<file path="src/rtl/bitflip_pkg.sv">
package bitflip_pkg;

  // Per-bit error decisions handed from control to datapath.
  typedef struct packed {
    logic periodicHit;  // periodic error lands on the current enabled bit
    logic singleHit;    // pending single request consumed on the current enabled bit
  } ctrlHits_t;

  // 10^exp - 1, the reload point of the periodic bit counter.
  function automatic int decadeLimit(input int exp);
    int v;
    v = 1;
    for (int k = 0; k < exp; k++) v = v * 10;
    return v - 1;
  endfunction

endpackage

</file>
<file path="src/rtl/bitflip_ctrl.sv">
module bitflip_ctrl
  import bitflip_pkg::*;
#(
  parameter int RATE_W      = 3,
  parameter int MAX_EXP     = 7,
  parameter int SYNC_STAGES = 2
) (
  input  logic              clk,
  input  logic              rstN,
  input  logic              bitEn,
  input  logic [RATE_W-1:0] rateCode,
  input  logic              srcSel,
  input  logic              regErrStrobe,
  input  logic              manualErrIn,
  output ctrlHits_t         hits,
  output logic              pendingQ,
  output logic              trigNow
);

  localparam int CNT_W   = $clog2(decadeLimit(MAX_EXP) + 1);
  localparam int N_CODES = 2 ** RATE_W;

  // Reload limit for each rate code. Codes above MAX_EXP clamp to the slowest rate.
  logic [CNT_W-1:0] limTab [N_CODES];
  for (genvar g = 0; g < N_CODES; g++) begin : g_lim
    localparam int EXP_G = (g > MAX_EXP) ? MAX_EXP : g;
    assign limTab[g] = CNT_W'(decadeLimit(EXP_G));
  end

  // Synchronizer chain for the manual pin.
  logic [SYNC_STAGES-1:0] syncQ;
  for (genvar s = 0; s < SYNC_STAGES; s++) begin : g_sync
    if (s == 0) begin : g_first
      always_ff @(posedge clk) begin
        if (!rstN) syncQ[s] <= 1'b0;
        else       syncQ[s] <= manualErrIn;
      end
    end else begin : g_next
      always_ff @(posedge clk) begin
        if (!rstN) syncQ[s] <= 1'b0;
        else       syncQ[s] <= syncQ[s-1];
      end
    end
  end

  logic manPrevQ;
  logic manRise;
  always_ff @(posedge clk) begin
    if (!rstN) manPrevQ <= 1'b0;
    else       manPrevQ <= syncQ[SYNC_STAGES-1];
  end
  assign manRise = syncQ[SYNC_STAGES-1] & ~manPrevQ;

  // Single-error request. Only the selected source is honoured.
  always_comb begin
    trigNow = srcSel ? manRise : regErrStrobe;
  end

  logic pendingD;
  always_comb begin
    pendingD = pendingQ;
    if (bitEn && pendingQ) pendingD = 1'b0;  // consumed by this bit
    if (trigNow)           pendingD = 1'b1;  // a new request waits for the next bit
  end

  always_ff @(posedge clk) begin
    if (!rstN) pendingQ <= 1'b0;
    else       pendingQ <= pendingD;
  end

  // Periodic decade counter.
  logic [RATE_W-1:0] rateQ;
  logic [CNT_W-1:0]  cntQ;
  logic [CNT_W-1:0]  limSel;
  logic              rateChanged;
  logic              rateOff;
  logic              periodicNow;

  always_comb begin
    limSel      = limTab[rateCode];
    rateChanged = (rateCode != rateQ);
    rateOff     = (rateCode == '0);
    periodicNow = bitEn && !rateChanged && !rateOff && (cntQ == limSel);
  end

  always_ff @(posedge clk) begin
    if (!rstN) begin
      rateQ <= '0;
      cntQ  <= '0;
    end else begin
      rateQ <= rateCode;
      if (rateChanged || rateOff) cntQ <= '0;
      else if (bitEn)             cntQ <= periodicNow ? '0 : cntQ + 1'b1;
    end
  end

  always_comb begin
    hits.periodicHit = periodicNow;
    hits.singleHit   = bitEn & pendingQ;
  end

endmodule

</file>
<file path="src/rtl/bitflip_datapath.sv">
module bitflip_datapath
  import bitflip_pkg::*;
(
  input  logic      clk,
  input  logic      rstN,
  input  logic      bitIn,
  input  logic      bitEn,
  input  logic      invertEn,
  input  ctrlHits_t hits,
  output logic      bitOut,
  output logic      errPulse
);

  // A collision of both sources still flips the bit only once.
  logic flipNow;
  always_comb begin
    flipNow = hits.periodicHit | hits.singleHit;
  end

  always_ff @(posedge clk) begin
    if (!rstN) begin
      bitOut   <= 1'b0;
      errPulse <= 1'b0;
    end else if (bitEn) begin
      bitOut   <= bitIn ^ invertEn ^ flipNow;
      errPulse <= flipNow;
    end else begin
      errPulse <= 1'b0;
    end
  end

endmodule

</file>
<file path="src/rtl/bitflip_inserter.sv">
module bitflip_inserter
  import bitflip_pkg::*;
#(
  parameter int RATE_W      = 3,
  parameter int MAX_EXP     = 7,
  parameter int SYNC_STAGES = 2
) (
  input  logic              clk,
  input  logic              rstN,
  input  logic              bitIn,
  input  logic              bitEn,
  input  logic [RATE_W-1:0] rateCode,
  input  logic              srcSel,
  input  logic              regErrStrobe,
  input  logic              manualErrIn,
  input  logic              invertEn,
  output logic              bitOut,
  output logic              errPulse
);

  ctrlHits_t hits;
  logic      pendingQ;
  logic      trigNow;

  bitflip_ctrl #(
    .RATE_W(RATE_W), .MAX_EXP(MAX_EXP), .SYNC_STAGES(SYNC_STAGES)
  ) u_ctrl (
    .clk(clk), .rstN(rstN), .bitEn(bitEn), .rateCode(rateCode),
    .srcSel(srcSel), .regErrStrobe(regErrStrobe), .manualErrIn(manualErrIn),
    .hits(hits), .pendingQ(pendingQ), .trigNow(trigNow)
  );

  bitflip_datapath u_dp (
    .clk(clk), .rstN(rstN), .bitIn(bitIn), .bitEn(bitEn),
    .invertEn(invertEn), .hits(hits), .bitOut(bitOut), .errPulse(errPulse)
  );

endmodule

</file>
<file path="config.mk">
export PLATFORM = sky130hd
export DESIGN_NAME = bitflip_inserter
export DESIGN_NICKNAME = d
export VERILOG_FILES = /design/src/rtl/bitflip_pkg.sv /design/src/rtl/bitflip_ctrl.sv /design/src/rtl/bitflip_datapath.sv /design/src/rtl/bitflip_inserter.sv
export SDC_FILE = /design/constraint.sdc
export NUM_CORES = 1
export LEC_CHECK = 0
export BUFFER_PORTS_ARGS = -buffer_cell sky130_fd_sc_hd__buf_2
export CAP_MARGIN = 30
export CORE_MARGIN = 2
export CORE_UTILIZATION = 50
export CTS_CLUSTER_SIZE = 25
export DETAILED_ROUTE_END_ITERATION = 16
export PLACE_DENSITY = 0.66
export SYNTH_ARGS = -nofsm -noshare
export SYNTH_HDL_FRONTEND = slang
export SYNTH_SLANG_ARGS = --single-unit
</file>
<file path="constraint.sdc">
create_clock -name clk -period 4.05 [get_ports clk]
set_input_delay 0.2025 -clock clk [delete_from_list [all_inputs] [get_ports clk]]
set_output_delay 0.2025 -clock clk [all_outputs]
set_load 0.005 [all_outputs]
</file>
==> results.ini <==
[status]
outcome = completed

[timing]
worstMarginPinSlew_ps = 537
min_period_ps = 2230
finalMaxSlewViolations = 0
setup_viol = 0
max_freq_ghz = 0.449
fin_crit_sh_pct = 55.0
holdWs_ps = 128
fin_skew_ps = 3.68
rsz0062_at_grt = no
slew_headroom_pct = 64.2
hold_viol_final = 0
final.setup.tns_ps = 0

[power]
p_per_area_nw_per_um2 = 314
peakVddDrop_v = 0.000295
power_leakage_nw = 0.775

[finish]
final_area_um2 = 2140
n_fill_cell = 365
final_common_cell = dfxtp_1
drive_above_1_share_pct = 11.0
diodes = 0
nets = 253
multi_input_area_um2 = 1240
regArea_um2 = 661
area_growth_syn_to_layout_pct = 7.13
final_cell_mix = 33 x dfxtp_1, 28 x nor2_1, 20 x xor2_1

[cts]
cts_root_buffer = clkbuf_8
clock-sinks = 33
worstSkewPairLatency_ps = 280
cts.hold.buffers_added = 0
postCtsSetupBuffers = 0
htree_num_levels = 2
cts_resized = 0
clk_path_buf_depth = 2
clk_pin_slew_worst_paths_ps = 70
cts_made_buffers = 5
cts_tree = yes

[logic_synthesis]
syn_nets = 248
synth_top_area_share_pct = 33.0
netlist_instances = 230
synth_area_leader_cell = dfxtp_1
ys_ff_latch = 33
syn_area_um2 = 2000
synth_edf_count = 0
syn_area_per_cell_um2 = 8.70
ys_seq_area_share_pct = 33.0
synth-async-reset-ratio_pct = 0
ys_warn_count = 0
synth_flop_cell = dfxtp_1
synth_cell_type_count = 48
ys_top_cells_by_area = dfxtp_1 33%, xor2_1 8.8%, nor2_1 5.3%, xnor2_1 4.8%, ha_1 4.4%

[place]
io_buffers = 12
hpwlAfterDp_mm = 2.86
gp_congestion = 0.867
postPlaceCellArea_um2 = 2040

[job]
drv_cap = 0

[critical_path]
cp.required_ps = 4210
timing.rr.end = u_ctrl.cntQ[11]
crit_start = rateCode[1]
worst-setup-path-type = in -> reg
crit_path_end = u_ctrl.cntQ[11]
cp-start-kind = primary input
reg2reg_slack_ps = 1870
r2r_cells = 6
cp_max_fo = 23
rr_startpoint = u_ctrl.cntQ[11]
crit_arrival_ps = 2380
end_kind = flip-flop

[global_route]
first_global_vias = 1396
grt_use_total_pct = 19.9
grt_pass1_wl_mm = 6.65
grt_max_degree = 31
overflow = 0
antenna_found_initial = 0

[detailed_routing]
viasPerCell = 5.50
drc = 0
final_antenna_net_count = 0
vias = 1563
wl_per_cell_um = 14.1
wl_mm = 4.01
drtIter0Drc = 113
firstDrtPassIters = 4

[floorplan]
die_area_um2 = 4520
start_util_pct = 53.4
coreArea_um2 = 3740
pin_count = 13
die_w_um = 67.3
chipHeight_um = 67.3
num_rows = 22

[min_path]
min_path_type = in -> reg

synthesized netlist by cell type, types with 4 or more instances:
library cell,instances
and4_1,5
mux2i_1,4
a21oi_1,4
nand3_1,16
nand4_1,11
and2_1,7
nor2_1,28
clkbuf_1,4
dfxtp_1,33
nand2_1,13
xor2_1,20
buf_2,6
nor4b_1,5
ha_1,7
inv_1,6
nor3_1,6
xnor2_1,11
metal layers:
layer / wire [um] / GRT usage [%] / part of all wire (%) / vias up
met5: 0 / 0 / 0 / -
met4: 25 / 6.89 / 0.62 / 0
met3: 119 / 5.00 / 3.0 / 2
met2: 1750 / 29.8 / 43 / 23
met1: 2120 / 27.8 / 53 / 716
li1: - / - / - / 822
where the power goes:
part	internal, mW	total, mW	switching, mW
combinational	0.0275	0.0639	0.0364
sequential	0.329	0.332	0.00267
clock	0.154	0.276	0.123
worst min-delay path by stage:
stage / startpoint / end / slack, ps / cells after the start
2_1_floorplan: rateCode[0] / u_ctrl.rateQ[0] / 320 / 1
3_3_place_gp: manualErrIn / u_ctrl.syncQ[0] / 410 / 2
3_5_place_dp: manualErrIn / u_ctrl.syncQ[0] / 420 / 2
4_1_cts: manualErrIn / u_ctrl.syncQ[0] / 120 / 2
5_1_grt: manualErrIn / u_ctrl.syncQ[0] / 120 / 2
6_report: manualErrIn / u_ctrl.syncQ[0] / 130 / 2
final cells by class:
cell class,instances,area share [%]
multi-input cells,177,57.8
flip-flops and latches,33,30.8
clock buffers,7,4.50
inverters,6,1.05
clock inverters,1,0.234
well taps,48,2.80
repair buffers,12,2.80
sequential cells by signal, indices dropped and copies added (netlist names):
name and cells:
u_ctrl.cntQ 24, u_ctrl.rateQ 3, u_ctrl.syncQ 2, u_ctrl.manPrevQ 1, u_ctrl.pendingQ 1, u_dp.bitOut 1, u_dp.errPulse 1
stage by stage:
stage               total power, mW  utilization [%]  cells  setup slack [ps]
floorplan                     0.389                -    230              1960
CTS                           0.678             57.3    284              1810
detailed placement            0.404             54.5    276              1490
finish                        0.672             57.3    284              1820
global placement              0.403             54.5    276              1530
global route                  0.697             57.3    284              1580
critical path, cell delays in order:
cell	delay [ps]
buf_2	240
ha_1	440
mux2_2	220
nand3b_1	70
a2111oi_1	560
nand4_1	180
nand3_2	360
nor2_1	100
cells by family after synthesis:
kind of cell / Yosys count / share of synthesized area (%)
AND/OR/NAND/NOR: 108 / 30.2
flip-flops: 33 / 33.0
XOR/XNOR: 31 / 13.6
AO/OA/AOI/OAI: 25 / 10.4
buffers and inverters: 20 / 5.07
adder cells (fa/ha/maj): 7 / 4.38
multiplexers: 6 / 3.31
(Power assumes the default switching activity.)
